[src/rtl/lprst_pkg.sv]
package lprst_pkg;

   typedef enum logic [1:0] {
      PS_IDLE = 2'd0,
      PS_ON   = 2'd1,
      PS_WAIT = 2'd2
   } pulse_state_e;

   function automatic int unsigned max2(input int unsigned a, input int unsigned b);
      return (a > b) ? a : b;
   endfunction

endpackage

[src/rtl/lprst_sync.sv]
module lprst_sync #(
   parameter int unsigned W = 2
) (
   input  logic         clk,
   input  logic         rst_n,
   input  logic [W-1:0] d_i,
   output logic [W-1:0] q_o
);
   // two flops per bit; reset value is "released"
   for (genvar i = 0; i < W; i++) begin : g_bit
      logic meta_q, sync_q;
      always_ff @(posedge clk or negedge rst_n) begin
         if (!rst_n) begin
            meta_q <= 1'b1;
            sync_q <= 1'b1;
         end else begin
            meta_q <= d_i[i];
            sync_q <= meta_q;
         end
      end
      assign q_o[i] = sync_q;
   end
endmodule

[src/rtl/lprst_hold.sv]
module lprst_hold #(
   parameter int unsigned NUM_DLY      = 4,
   parameter int unsigned DLY_TAB [4]  = '{3000, 3750, 4500, 6000},
   parameter int unsigned CNT_W        = 13
) (
   input  logic             clk,
   input  logic             rst_n,
   input  logic             tick_i,
   input  logic             all_low_i,
   input  logic             test_i,
   input  logic [1:0]       sel_i,
   output logic [CNT_W-1:0] cnt_o,
   output logic [1:0]       sel_q_o,
   output logic             cap_o,
   output logic             reached_o
);
   logic [1:0]       sel_q;
   logic             cap_q;
   logic [1:0]       idx;
   logic [CNT_W-1:0] target;
   logic [CNT_W-1:0] cnt_q;

   // one-shot capture of the select after reset release
   always_ff @(posedge clk or negedge rst_n) begin
      if (!rst_n) begin
         sel_q <= 2'd0;
         cap_q <= 1'b0;
      end else if (!cap_q) begin
         sel_q <= sel_i;
         cap_q <= 1'b1;
      end
   end

   if (NUM_DLY == 2) begin : g_two
      assign idx = {1'b0, sel_q[0]};
   end else begin : g_four
      assign idx = sel_q;
   end

   always_comb begin
      target = CNT_W'(DLY_TAB[0]);
      case (idx)
         2'd1:    target = CNT_W'(DLY_TAB[1]);
         2'd2:    target = CNT_W'(DLY_TAB[2]);
         2'd3:    target = CNT_W'(DLY_TAB[3]);
         default: target = CNT_W'(DLY_TAB[0]);
      endcase
   end

   always_ff @(posedge clk or negedge rst_n) begin
      if (!rst_n) begin
         cnt_q <= '0;
      end else if (!all_low_i) begin
         cnt_q <= '0;
      end else if (tick_i && (cnt_q < target)) begin
         cnt_q <= cnt_q + 1'b1;
      end
   end

   assign reached_o = all_low_i && (test_i || (cnt_q >= target));
   assign cnt_o     = cnt_q;
   assign sel_q_o   = sel_q;
   assign cap_o     = cap_q;
endmodule

[src/rtl/lprst_out.sv]
module lprst_out
   import lprst_pkg::*;
#(
   parameter bit          PULSE_MODE  = 1'b0,
   parameter int unsigned PULSE_TICKS = 400
) (
   input  logic clk,
   input  logic rst_n,
   input  logic tick_i,
   input  logic all_low_i,
   input  logic reached_i,
   output logic act_o
);
   localparam int unsigned PW = $clog2(PULSE_TICKS + 1);

   if (PULSE_MODE) begin : g_pulse
      pulse_state_e    st_q;
      logic [PW-1:0]   pcnt_q;

      always_ff @(posedge clk or negedge rst_n) begin
         if (!rst_n) begin
            st_q   <= PS_IDLE;
            pcnt_q <= '0;
         end else begin
            case (st_q)
               PS_IDLE: begin
                  if (reached_i) begin
                     st_q   <= PS_ON;
                     pcnt_q <= '0;
                  end
               end
               PS_ON: begin
                  if (tick_i) begin
                     if (pcnt_q == PW'(PULSE_TICKS - 1)) st_q <= PS_WAIT;
                     else pcnt_q <= pcnt_q + 1'b1;
                  end
               end
               PS_WAIT: begin
                  if (!all_low_i) st_q <= PS_IDLE;
               end
               default: st_q <= PS_IDLE;
            endcase
         end
      end
      assign act_o = (st_q == PS_ON);
   end else begin : g_level
      logic lvl_q;
      always_ff @(posedge clk or negedge rst_n) begin
         if (!rst_n) lvl_q <= 1'b0;
         else        lvl_q <= reached_i;
      end
      assign act_o = lvl_q;
   end
endmodule

[src/rtl/lprst_drv.sv]
module lprst_drv #(
   parameter bit ACTIVE_HIGH = 1'b0,
   parameter bit OPEN_DRAIN  = 1'b1
) (
   input  logic act_i,
   output logic pin_o,
   output logic oe_o
);
   logic lvl;
   assign lvl = act_i ? ACTIVE_HIGH : ~ACTIVE_HIGH;

   if (OPEN_DRAIN) begin : g_od
      // only the low level is ever driven
      assign pin_o = 1'b0;
      assign oe_o  = ~lvl;
   end else begin : g_pp
      assign pin_o = lvl;
      assign oe_o  = 1'b1;
   end
endmodule

[src/rtl/lprst_top.sv]
module lprst_top
   import lprst_pkg::*;
#(
   parameter int unsigned NUM_BTN     = 2,
   parameter int unsigned NUM_DLY     = 4,
   parameter int unsigned DLY_TAB [4] = '{3000, 3750, 4500, 6000},
   parameter int unsigned PULSE_TICKS = 400,
   parameter bit          PULSE_MODE  = 1'b0,
   parameter bit          ACTIVE_HIGH = 1'b0,
   parameter bit          OPEN_DRAIN  = 1'b1
) (
   input  logic               clk,
   input  logic               rst_n,
   input  logic               tick_ms,
   input  logic [NUM_BTN-1:0] btn_n,
   input  logic [1:0]         dly_sel,
   input  logic               test_en,
   output logic               rst_o,
   output logic               rst_oe
);
   localparam int unsigned MAX_DLY = max2(max2(DLY_TAB[0], DLY_TAB[1]),
                                          max2(DLY_TAB[2], DLY_TAB[3]));
   localparam int unsigned CNT_W   = $clog2(MAX_DLY + 1);

   if (NUM_BTN < 1 || NUM_BTN > 2) begin : g_bad_btn
      $error("lprst_top: NUM_BTN must be 1 or 2");
   end
   if (NUM_DLY != 2 && NUM_DLY != 4) begin : g_bad_dly
      $error("lprst_top: NUM_DLY must be 2 or 4");
   end
   if (PULSE_TICKS < 1) begin : g_bad_pulse
      $error("lprst_top: PULSE_TICKS must be at least 1");
   end
   if (DLY_TAB[0] < 1 || DLY_TAB[1] < 1 || DLY_TAB[2] < 1 || DLY_TAB[3] < 1) begin : g_bad_tab
      $error("lprst_top: hold table entries must be nonzero");
   end

   logic [NUM_BTN-1:0] btn_s;
   logic               all_low;
   logic [CNT_W-1:0]   hold_cnt;
   logic [1:0]         sel_q;
   logic               cap_done;
   logic               reached;
   logic               act;

   lprst_sync #(.W(NUM_BTN)) sync_i (
      .clk   (clk),
      .rst_n (rst_n),
      .d_i   (btn_n),
      .q_o   (btn_s)
   );

   assign all_low = (btn_s == '0);

   lprst_hold #(
      .NUM_DLY (NUM_DLY),
      .DLY_TAB (DLY_TAB),
      .CNT_W   (CNT_W)
   ) hold_i (
      .clk       (clk),
      .rst_n     (rst_n),
      .tick_i    (tick_ms),
      .all_low_i (all_low),
      .test_i    (test_en),
      .sel_i     (dly_sel),
      .cnt_o     (hold_cnt),
      .sel_q_o   (sel_q),
      .cap_o     (cap_done),
      .reached_o (reached)
   );

   lprst_out #(
      .PULSE_MODE  (PULSE_MODE),
      .PULSE_TICKS (PULSE_TICKS)
   ) out_i (
      .clk       (clk),
      .rst_n     (rst_n),
      .tick_i    (tick_ms),
      .all_low_i (all_low),
      .reached_i (reached),
      .act_o     (act)
   );

   lprst_drv #(
      .ACTIVE_HIGH (ACTIVE_HIGH),
      .OPEN_DRAIN  (OPEN_DRAIN)
   ) drv_i (
      .act_i (act),
      .pin_o (rst_o),
      .oe_o  (rst_oe)
   );
endmodule

[config.mk]
export PLATFORM = sky130hd
export DESIGN_NAME = lprst_top
export DESIGN_NICKNAME = d
export VERILOG_FILES = /design/src/rtl/lprst_pkg.sv /design/src/rtl/lprst_sync.sv /design/src/rtl/lprst_hold.sv /design/src/rtl/lprst_out.sv /design/src/rtl/lprst_drv.sv /design/src/rtl/lprst_top.sv
export SDC_FILE = /design/constraint.sdc
export NUM_CORES = 1
export LEC_CHECK = 0
export BUFFER_PORTS_ARGS = -buffer_cell sky130_fd_sc_hd__buf_2
export CAP_MARGIN = 20
export CORE_AREA = 10 10 84 68
export CTS_BUF_LIST = sky130_fd_sc_hd__clkbuf_16
export DETAILED_ROUTE_END_ITERATION = 12
export DIE_AREA = 0 0 94 78
export PLACE_DENSITY_LB_ADDON = 0.25
export SETUP_SLACK_MARGIN = 0.15
export SYNTH_ARGS = -nofsm -noshare
export SYNTH_HDL_FRONTEND = slang
export SYNTH_SLANG_ARGS = --single-unit
[constraint.sdc]
create_clock -name clk -period 2.8 [get_ports clk]
set_input_delay 0.28 -clock clk [delete_from_list [all_inputs] [get_ports clk]]
set_output_delay 0.28 -clock clk [all_outputs]
set_load 0.005 [all_outputs]
==> results of run 1 <==
==> sequential cells by signal (all words and copies together) (netlist names) <==
| register | count |
|---|---|
| out_i.act_o | 1 |
| sync_i.g_bit.sync_q | 2 |
| hold_i.cnt_o | 13 |
| hold_i.cap_o | 1 |
| hold_i.sel_q_o | 2 |
| sync_i.g_bit.meta_q | 2 |
==> worst max-delay path, cell delays in order (launching register included) <==
cell and delay (ps):
dfrtp_2 440, inv_2 100, ha_2 220, o21ai_1 80
ha_1 290, nand3_1 70, nand2_1 90, a21oi_4 220
nand4_2 190, or4_1 530, a21oi_1 150
==> layout make-up <==
type / count / area, sq um / area share [%]
Tap cell: 57 / 71.3 / 4.60
Clock buffer: 3 / 75.1 / 4.84
Inverter: 11 / 41.3 / 2.66
Clock inverter: 1 / 7.51 / 0.484
Timing Repair Buffer: 12 / 72.6 / 4.68
Multi-Input combinational cell: 100 / 751 / 48.4
Sequential cell: 21 / 533 / 34.4
==> path summary, 6_finish.rpt <==
path / cells after the start / slack [ps] / startpoint / endpoint
min reg2reg: 0 / 350 / sync_i.g_bit[1].meta_q$_DFF_PN1_ / sync_i.g_bit[1].sync_q$_DFF_PN1_
min: 1 / 120 / btn_n[0] / sync_i.g_bit[0].meta_q$_DFF_PN1_
max: 10 / 340 / hold_i.sel_q_o[1]$_DFFE_PN0N_ / hold_i.cnt_o[6]$_DFFE_PN0P_
max reg2reg: 10 / 340 / hold_i.sel_q_o[1]$_DFFE_PN0N_ / hold_i.cnt_o[6]$_DFFE_PN0P_
max in group asynchronous: 2 / 1910 / rst_n / hold_i.sel_q_o[1]$_DFFE_PN0N_
min in group asynchronous: 2 / 530 / rst_n / out_i.act_o$_DFF_PN0_
==> power groups by stage <==
stage	Sequential [uW]	Combinational (uW)	Clock, uW
after detailed placement	327	70.7	0
after global routing	325	90.9	326
after CTS	322	77.8	312
after floorplan	325	47.2	0
after global placement	327	70.1	0
final	323	77.9	308
==> routing by layer <==
layer | global-route usage (%) | vias up | part of all wire (%)
met4 | 2.12 | 0 | 0.83
met5 | 0 | - | 0
li1 | - | 515 | -
met1 | 11.2 | 502 | 51
met3 | 2.50 | 4 | 3.8
met2 | 12.8 | 20 | 44
==> repair_timing <==
item / in CTS / in global routing
hold buffers: 1 / 0
resized for setup: 3 / 5
buffers inserted: 2 / 0
cloned: 1 / 0
endpoints found under the setup margin: 9 / 12
pin swaps: 2 / 0
endpoints found under the hold margin: 11 / 0
==> metrics by stage <==
stage	setup WS (ps)	hold slack [ps]	total power (uW)
6_report	341	121	709
5_1_grt	180	118	741
4_1_cts	178	118	711
3_5_place_dp	-5.05	271	398
3_3_place_gp	105	269	397
2_1_floorplan	468	-15.6	373
==> logic make-up after synthesis <==
group | Yosys count | synth area share (%)
other | 2 | 0.573
buffers and inverters | 15 | 4.96
adder cells (fa/ha/maj) | 19 | 18.1
AO/OA/AOI/OAI | 34 | 15.2
AND/OR/NAND/NOR | 41 | 18.3
XOR/XNOR | 1 | 0.668
multiplexers | 2 | 1.72
flip-flops | 21 | 40.5
==> cell usage in the layout (no fill, tap or decap), types with 4 or more instances in the layout <==
| master | n |
|---|---|
| nand2_1 | 8 |
| ha_1 | 18 |
| dfrtp_1 | 15 |
| or3_1 | 4 |
| o21ai_0 | 6 |
| dfstp_2 | 4 |
| a21oi_1 | 16 |
| inv_1 | 10 |
| o31ai_1 | 6 |
| nand3_1 | 5 |
| or4_1 | 6 |
| nand4_1 | 4 |
| buf_2 | 8 |
==> metrics.md, run 1 <==
| Metric | Value |
|---|---|
| Post-synth EDFFs | `0` |
| Initial antenna violation count | `0` |
| Leak | `about 0.00065 uW` |
| Fmax | `407 MHz` |
| Fin. Hold Viols | `0` |
| Status | `finished clean` |
| 1st-pass router iterations | `4` |
| Clock share of power | `a little over two fifths` |
| Design Area, Final | `~1600 sq um` |
| Syn Area/Cell | `between 9 and 10 sq um` |
| PD cells | `between 400 and 500 nW/um^2` |
| Final Non-Filler Cells | `~210` |
| Switching share of power | `between 20% and 30%` |
| Sequential group share of total power | `45.5%` |
| Vias in the first global route | `~1000` |
| Area growth syn-to-layout | `18.3%` |
| Most used flip-flop cell after synthesis | `dfrtp_1` |
| Row count | `21` |
| Worst vdd ir | `~0.34 mV` |
| Worst Hold Class | `in2reg` |
| Seq/Total Area, Yosys | `between 40% and 50%` |
| IO buf count | `8` |
| Final Skew | `~2.7 ps` |
| Grt ovf | `0` |
| Placed cell count | `between 150 and 200` |
| Worst Setup End Kind | `register` |
| Crit path arrival time | `2640 ps` |
| Largest net degree at the start of global routing | `22` |
| TritonCTS Buffers | `3` |
| Clock Path Buffers | `2` |
| Count leader, synth | `ha_1` |
| Fin util | `about 37%` |
| Final setup TNS | `0 ps` |
| Syn Nets | `roughly 160` |
| CTS tree | `yes` |
| Worst-path clk slew | `~60 ps` |
| Syn Inst Count | `roughly 140` |
| WS Path Type | `reg2reg` |
| DRT iter0 DRCs | `54` |
| NetSw | `roughly 170 uW` |
| Ranking of synthesized cells by area | `dfrtp_1 32%, ha_1 18%, dfstp_2 8.0%` |
| Via count | `around 1000` |
| CP required | `2980 ps` |
| Int Pwr | `around 540 uW` |
| Logic gate share of total power | `between 10% and 20%` |
| Wire length per cell | `~14 um` |
| DIE WIDTH | `between 90 and 100 um` |
| Layout cells sized above 1 | `between 20% and 30%` |
| Pins Over Slew Limit | `0` |
| Ports | `10` |
| CP Max Fanout | `6` |
| Ys async rst share | `between 90% and 100%` |
| Post-DP HPWL | `2110 um` |
| Top cell type's share of synthesized area | `between 30% and 40%` |
| DRC viols | `0` |
| Starting Density | `a little under a third` |
| Cell taking the most area after synthesis | `dfrtp_1` |
| Routed Wire Length | `approximately 2900 um` |
| Post-synthesis register bit count | `21` |
| Minimum clock period | `~2500 ps` |
| Syn. warnings | `0` |
| First-pass GRT wire length | `between 5000 and 6000 um` |
| Syn Std Cell Area | `1310 sq um` |
| Sink Count | `21` |
| Setup crit start kind | `register` |
| Final setup viols | `0` |
| Placer Congestion | `around 0.84` |
| Vias/cell | `between 5 and 6` |
| Max-cap violation count | `0` |
| Die area | `approximately 7300 sq um` |
| Fin crit share | `between 80 and 90%` |
| Clock root cell | `clkbuf_16` |
| Post-synth top cells | `19 x ha_1, 17 x dfrtp_1, 16 x a21oi_1` |
| Latest clock arrival within the worst-skew pair | `between 200 and 300 ps` |
| Die height | `78 um` |
| Filler cell count | `between 400 and 500` |
| Placed cell area | `approximately 1400 sq um` |
| Synth cell types | `33` |
| # H-tree levels | `1` |
| ANT nets after route | `0` |
| RSZ-0062 raised after global routing | `no` |
| GRT Overall Usage | `8.36%` |
| Diode count | `0` |
| Core area | `~4200 sq um` |
| Final #Nets | `approximately 180` |
No activity file was read; power rests on OpenSTA's default activity.
==> inputs of run 2 (changes only) <==
- BUFFER_PORTS_ARGS: -buffer_cell sky130_fd_sc_hd__buf_2 -> default
- DONT_BUFFER_PORTS: default -> 1
==> run 2 against run 1 <==
Compared with the run above:
- combinational power down 7.2%
- die area unchanged
- first-iteration DRC count down 22%
- largest cell class unchanged
- highest routed layer unchanged
- critical endpoint is now hold_i.cnt_o[9]$_DFFE_PN0P_
- critical path type unchanged
==> metrics.md, run 2 (synthesis gave the netlist of run 1 again) <==
| Metric | Value |
|---|---|
| DRT iter0 DRCs | `42 (was 54)` |
| Met3 usage | `2.98% (was 2.50%)` |
| Final setup viols | `0 (unchanged)` |
| Sink Count | `21 (unchanged)` |
| Most frequent cells in the layout | `19 x ha_1, 15 x a21oi_1, 15 x dfrtp_1 (was 18 x ha_1, 16 x a21oi_1, 15 x dfrtp_1)` |
| Die height | `78 um (unchanged)` |
| Largest net degree at the start of global routing | `22 (unchanged)` |
| Worst vdd ir | `0.333 mV (was 0.343 mV)` |
| Vias in the first global route | `959 (was 1039)` |
| Layout cells sized above 1 | `19.3% (was 23.0%)` |
| Clock share of power | `43.7% (was 43.5%)` |
| Critical-path cell list | `inv_1, ha_1, inv_1, ha_1, nand2b_1, a21oi_1, o21ai_2, nand4_4, or4_1, a21oi_2 (was inv_2, ha_2, o21ai_1, ha_1, nand3_1, nand2_1, a21oi_4, nand4_2, or4_1, a21oi_1)` |
| Hold WS | `16.4 ps (was 121 ps)` |
| CP max stage cell | `or4_1 (unchanged)` |
| Switching share of power | `24.0% (was 23.9%)` |
| Initial antenna violation count | `0 (unchanged)` |
| Worst-path clk slew | `60 ps (about the same)` |
| Diode count | `0 (unchanged)` |
| Placed cell area | `1370 sq um (was 1410 sq um)` |
| CP Max Fanout | `8 (was 6)` |
| Design Area, Final | `1520 sq um (was 1550 sq um)` |
| GR Util met1 | `11.2% (about the same)` |
| Worst Tran Pin Value | `around 980 ps` |
| DIE WIDTH | `94 um (unchanged)` |
| CP peak stage delay | `560 ps (was 530 ps)` |
| Routed Wire Length | `2950 um (was 2900 um)` |
| Worst Hold Class | `in2reg (unchanged)` |
| Placer Congestion | `0.743 (was 0.838)` |
| 1st-pass router iterations | `4 (unchanged)` |
| Crit path arrival time | `2670 ps (was 2640 ps)` |
| Clock Path Buffers | `2 (unchanged)` |
| Int Pwr | `534 uW (was 540 uW)` |
| CP required | `2990 ps (was 2980 ps)` |
| Fin crit share | `88.6% (was 87.8%)` |
| Register area | `533 sq um (unchanged)` |
| Leak | `0.000626 uW (was 0.000653 uW)` |
| Row count | `21 (unchanged)` |
| Post-DP HPWL | `2090 um (was 2110 um)` |
| Final setup TNS | `0 ps (unchanged)` |
| Area growth syn-to-layout | `15.6% (was 18.3%)` |
| Wire length per cell | `15.0 um (was 14.1 um)` |
| Die area | `7330 sq um (unchanged)` |
| Fin worst setup slack | `320 ps (was 341 ps)` |
| WS Path Type | `reg2reg (unchanged)` |
| Status | `finished clean (unchanged)` |
| Ports | `10 (unchanged)` |
| Max-cap violation count | `0 (unchanged)` |
| PD cells | `464 nW/um^2 (was 457 nW/um^2)` |
| Latest clock arrival within the worst-skew pair | `260 ps (was 250 ps)` |
| Setup crit start kind | `register (unchanged)` |
| GR peak layer | `met2 (unchanged)` |
| Starting Density | `31.2% (unchanged)` |
| Core area | `4200 sq um (unchanged)` |
| NetSw | `169 uW (about the same)` |
| Clock root cell | `clkbuf_16 (unchanged)` |
| Worst Setup End Kind | `register (unchanged)` |
| Footprint of the multi-input gates | `757 sq um (was 751 sq um)` |
| ANT nets after route | `0 (unchanged)` |
| Minimum clock period | `2480 ps (was 2460 ps)` |
| Max reg flops | `13 (unchanged)` |
| Final #Nets | `168 (was 176)` |
| Vias/cell | `5.05 (was 5.08)` |
| Fin. Hold Viols | `0 (unchanged)` |
| CTS tree | `yes (unchanged)` |
| Filler cell count | `435 (was 426)` |
| Grt ovf | `0 (unchanged)` |
| Via count | `994 (was 1041)` |
| Pins Over Slew Limit | `0 (unchanged)` |
| IO buf count | `0 (was 8)` |
| TritonCTS Buffers | `3 (unchanged)` |
| # H-tree levels | `1 (unchanged)` |
| Pre-CTS WS | `-2.49 ps (was -5.05 ps)` |
| Final Skew | `0.940 ps (was 2.69 ps)` |
| First-pass GRT wire length | `4890 um (was 5030 um)` |
| Sequential group share of total power | `46.1% (was 45.5%)` |
| RSZ-0062 raised after global routing | `yes (was no)` |
| DRC viols | `0 (unchanged)` |
| Routing usage on met2 | `12.3% (was 12.8%)` |
| Slew HR | `34.6%` |
| Logic gate share of total power | `10.3% (was 11.0%)` |
| Leading cell type in the layout, fill and taps excluded | `ha_1 (unchanged)` |
| Fmax | `403 MHz (was 407 MHz)` |
| GRT Overall Usage | `8.28% (was 8.36%)` |
[run 2: changes by cell type in the layout (fill, tap and decap cells not counted), sizes merged]
cell      previous run  this run
clkinv               0         1
buf                 11         3
clkinvlp             1         0
[run 2: power by group through the flow]
stage | Combinational, uW | Clock, uW | Sequential [uW]
floorplan | 47.2 | 0 | 325
global placement | 56.9 | 0 | 328
detailed placement | 59.1 | 0 | 329
CTS | 70.7 | 312 | 323
global route | 84.6 | 333 | 325
finish | 72.3 | 307 | 324
[run 2: repair_timing]
action                                  CTS  global route
gates resized for setup                   2             7
buffers inserted                          2             0
hold buffers                              1             0
endpoints found under the hold margin    21             0
pin swaps                                 1             3
gates cloned                              1             0
endpoints found under the setup margin   11            13
[run 2: metal layers]
metal	vias to the layer above	wire length [um]	part of all wire, %
met5	-	0	0
met4	0	19	0.64
met3	4	170	5.8
met2	22	1380	47
met1	467	1380	47
li1	501	-	-
[run 2: path summary, 6_finish.rpt]
| kind | to | from | cells after the start | slack [ps] |
|---|---|---|---|---|
| worst max-delay path | hold_i.cnt_o[9]$_DFFE_PN0P_ | hold_i.sel_q_o[0]$_DFFE_PN0N_ | 10 | 320 |
| worst min-delay path | sync_i.g_bit[1].meta_q$_DFF_PN1_ | btn_n[1] | 0 | 20 |
| worst max register to register | hold_i.cnt_o[9]$_DFFE_PN0P_ | hold_i.sel_q_o[0]$_DFFE_PN0N_ | 10 | 320 |
| worst min register to register | sync_i.g_bit[1].sync_q$_DFF_PN1_ | sync_i.g_bit[1].meta_q$_DFF_PN1_ | 0 | 360 |
| max in group asynchronous | hold_i.sel_q_o[0]$_DFFE_PN0N_ | rst_n | 1 | 1510 |
| min in group asynchronous | out_i.act_o$_DFF_PN0_ | rst_n | 1 | 630 |
[run 2: worst max-delay path: cells and delay by family (launching register included)]
kind / cells / cell delay, ps
buf+inv: 2 / 140
compound gates: 3 / 430
flops: 1 / 420
fa+ha+maj: 2 / 590
simple gates: 3 / 830
[run 2: area by class of cell]
class	count	share of cell area, %
Multi-Input combinational cell	100	50.0
Sequential cell	21	35.2
Clock buffer	3	4.95
Tap cell	57	4.71
Inverter	11	2.73
Timing Repair Buffer	4	2.15
Clock inverter	1	0.330
[run 2: metrics by stage]
stage | util [%] | total power (uW) | std cells
final | 36.0 | 703 | 197
after global routing | 36.0 | 743 | 197
after CTS | 35.6 | 706 | 197
after detailed placement | 32.5 | 388 | 189
after global placement | 32.5 | 384 | 189
after floorplan | - | 373 | 135
==> inputs of run 3 (changes only) <==
- GPL_TIMING_DRIVEN: default -> 0
==> run 3 against run 2 <==
Compared with the run above:
- via count rose by 0.50%
- critical path depth rose by 3
- clock power is 2% higher
- flip-flop and latch count stayed put
- final cell count up 0.51%
- register-to-register slack worse by 20 ps
- clock skew up 3.9 ps
- largest power group unchanged
==> metrics.md, run 3 (synthesis gave the netlist of run 1 again) <==
| Metric | Value |
|---|---|
| Logic gate share of total power | `11.0% (was 10.3%)` |
| Worst-path clk slew | `60 ps (about the same)` |
| Int Pwr | `540 uW (was 534 uW)` |
| GRT Overall Usage | `8.56% (was 8.28%)` |
| Leading cell type in the layout, fill and taps excluded | `ha_1 (unchanged)` |
| DRC viols | `0 (unchanged)` |
| Final Non-Filler Cells | `198 (was 197)` |
| Layout cells sized above 1 | `20.6% (was 19.3%)` |
| Sequential group share of total power | `45.2% (was 46.1%)` |
| Worst Hold Class | `in2reg (unchanged)` |
| Largest net degree at the start of global routing | `22 (unchanged)` |
| IO buf count | `0 (unchanged)` |
| Post-DP HPWL | `2170 um (was 2090 um)` |
| Clock root cell | `clkbuf_16 (unchanged)` |
| Max reg flops | `13 (unchanged)` |
| Leak | `0.000632 uW (was 0.000626 uW)` |
| Placed cell count | `192 (was 189)` |
| Fin worst setup slack | `301 ps (was 320 ps)` |
| First-pass GRT wire length | `4970 um (was 4890 um)` |
| Placer Congestion | `0.804 (was 0.743)` |
| Crit path arrival time | `2610 ps (was 2670 ps)` |
| ANT nets after route | `0 (unchanged)` |
| WS Path Type | `reg2reg (unchanged)` |
| Die area | `7330 sq um (unchanged)` |
| Met1 wire length | `1480 um (was 1380 um)` |
| Initial antenna violation count | `0 (unchanged)` |
| Worst Tran Pin Value | `540 ps (was 978 ps)` |
| Final #Nets | `169 (was 168)` |
| Starting Density | `31.2% (unchanged)` |
| Status | `finished clean (unchanged)` |
| CTS tree | `yes (unchanged)` |
| Switching share of power | `24.6% (was 24.0%)` |
| Core area | `4200 sq um (unchanged)` |
| Critical-path cell list | `inv_1, ha_1, inv_1, o21ai_1, ha_1, nand3_1, nand2_1, a21oi_2, nand4_4, buf_6, buf_4, o31ai_2, a21oi_1 (was inv_1, ha_1, inv_1, ha_1, nand2b_1, a21oi_1, o21ai_2, nand4_4, or4_1, a21oi_2)` |
| Vias in the first global route | `1046 (was 959)` |
| Sink Count | `21 (unchanged)` |
| Worst vdd ir | `0.319 mV (was 0.333 mV)` |
| Grt ovf | `0 (unchanged)` |
| Fin crit share | `89.2% (was 88.6%)` |
| Area growth syn-to-layout | `17.6% (was 15.6%)` |
| Pins Over Slew Limit | `0 (unchanged)` |
| DIE WIDTH | `94 um (unchanged)` |
| CP peak stage delay | `420 ps (was 560 ps)` |
| Row count | `21 (unchanged)` |
| # H-tree levels | `1 (unchanged)` |
| Final Skew | `4.80 ps (was 0.940 ps)` |
| Most frequent cells in the layout | `18 x ha_1, 16 x a21oi_1, 15 x dfrtp_1 (was 19 x ha_1, 15 x a21oi_1, 15 x dfrtp_1)` |
| NetSw | `176 uW (was 169 uW)` |
| Fmax | `400 MHz (was 403 MHz)` |
| TritonCTS Buffers | `3 (unchanged)` |
| Fin. Hold Viols | `0 (unchanged)` |
| Wire length per cell | `15.2 um (was 15.0 um)` |
| Diode count | `0 (unchanged)` |
| Latest clock arrival within the worst-skew pair | `260 ps (about the same)` |
| Final setup viols | `0 (unchanged)` |
| Met2 WL post-DR | `1350 um (was 1380 um)` |
| PD cells | `464 nW/um^2 (about the same)` |
| Max-cap violation count | `0 (unchanged)` |
| Worst Setup End Kind | `register (unchanged)` |
| Die height | `78 um (unchanged)` |
| Vias/cell | `5.05 (about the same)` |
| CP required | `2910 ps (was 2990 ps)` |
| Clock share of power | `43.8% (was 43.7%)` |
| RSZ-0062 raised after global routing | `no (was yes)` |
| CP max stage cell | `dfrtp_2 (was or4_1)` |
| DRT iter0 DRCs | `43 (was 42)` |
| Minimum clock period | `2500 ps (was 2480 ps)` |
| Pre-CTS WS | `-40.9 ps (was -2.49 ps)` |
| CP Max Fanout | `10 (was 8)` |
| Slew HR | `64.0% (was 34.6%)` |
| Routed met3 length | `121 um (was 170 um)` |
| 1st-pass router iterations | `4 (unchanged)` |
| Hold WS | `15.0 ps (was 16.4 ps)` |
| Setup crit start kind | `register (unchanged)` |
| Ports | `10 (unchanged)` |
| Uppermost layer routed | `met4 (unchanged)` |
| Clock Path Buffers | `2 (unchanged)` |
| Via count | `999 (was 994)` |
| Routed Wire Length | `3010 um (was 2950 um)` |
run 3: metrics by stage:
stage	utilization, %	cell area [sq um]	TNS, ps	power, uW
4_1_cts	35.5	1490	0	715
3_5_place_dp	32.9	1380	-93.7	390
2_1_floorplan	-	1310	0	373
6_report	36.7	1540	0	715
5_1_grt	36.7	1540	0	749
3_3_place_gp	32.9	1380	-16.0	387
run 3: critical path: cells and delay by family (launching register included):
kind / cells / cell delay, ps
compound gates: 4 / 610
fa+ha+maj: 2 / 500
simple gates: 3 / 300
flops: 1 / 420
buf+inv: 4 / 510
run 3: final cells by class:
type	count	area (sq um)
multi-input combinational	99	746
fill	447	2660
clock buffer	3	75.1
inverter	11	41.3
sequential	21	533
timing repair buffer	2	37.5
buffer	4	30.0
tap	57	71.3
clock inverter	1	7.51
run 3: final timing paths:
| path | from | end | slack, ps | cells past startpoint |
|---|---|---|---|---|
| setup / recovery | hold_i.sel_q_o[0]$_DFFE_PN0N_ | hold_i.cnt_o[6]$_DFFE_PN0P_ | 300 | 13 |
| hold / removal | btn_n[1] | sync_i.g_bit[1].meta_q$_DFF_PN1_ | 20 | 0 |
| setup reg to reg | hold_i.sel_q_o[0]$_DFFE_PN0N_ | hold_i.cnt_o[6]$_DFFE_PN0P_ | 300 | 13 |
| hold reg to reg | sync_i.g_bit[1].meta_q$_DFF_PN1_ | sync_i.g_bit[1].sync_q$_DFF_PN1_ | 360 | 0 |
| max in group asynchronous | rst_n | sync_i.g_bit[0].sync_q$_DFF_PN1_ | 1910 | 2 |
| min in group asynchronous | rst_n | hold_i.cnt_o[5]$_DFFE_PN0P_ | 390 | 1 |
run 3: repair_timing:
action	CTS	global route
resized for setup	5	7
endpoints found under the hold margin	21	0
pin swaps	1	4
buffers inserted	0	0
hold buffers	1	0
endpoints found under the setup margin	12	10
run 3: power groups by stage:
stage	registers, uW	clock network, uW	logic [uW]
2_1_floorplan	325	0	47.2
3_3_place_gp	328	0	59.5
3_5_place_dp	328	0	61.6
4_1_cts	323	320	72.1
5_1_grt	325	333	91.2
6_report	324	313	78.6
run 3: per-layer routing:
| metal | vias up | GRT usage [%] |
|---|---|---|
| met2 | 17 | 13.2 |
| met4 | 0 | 3.03 |
| met3 | 4 | 2.98 |
| met1 | 484 | 10.7 |
| met5 | - | 0 |
| li1 | 494 | - |
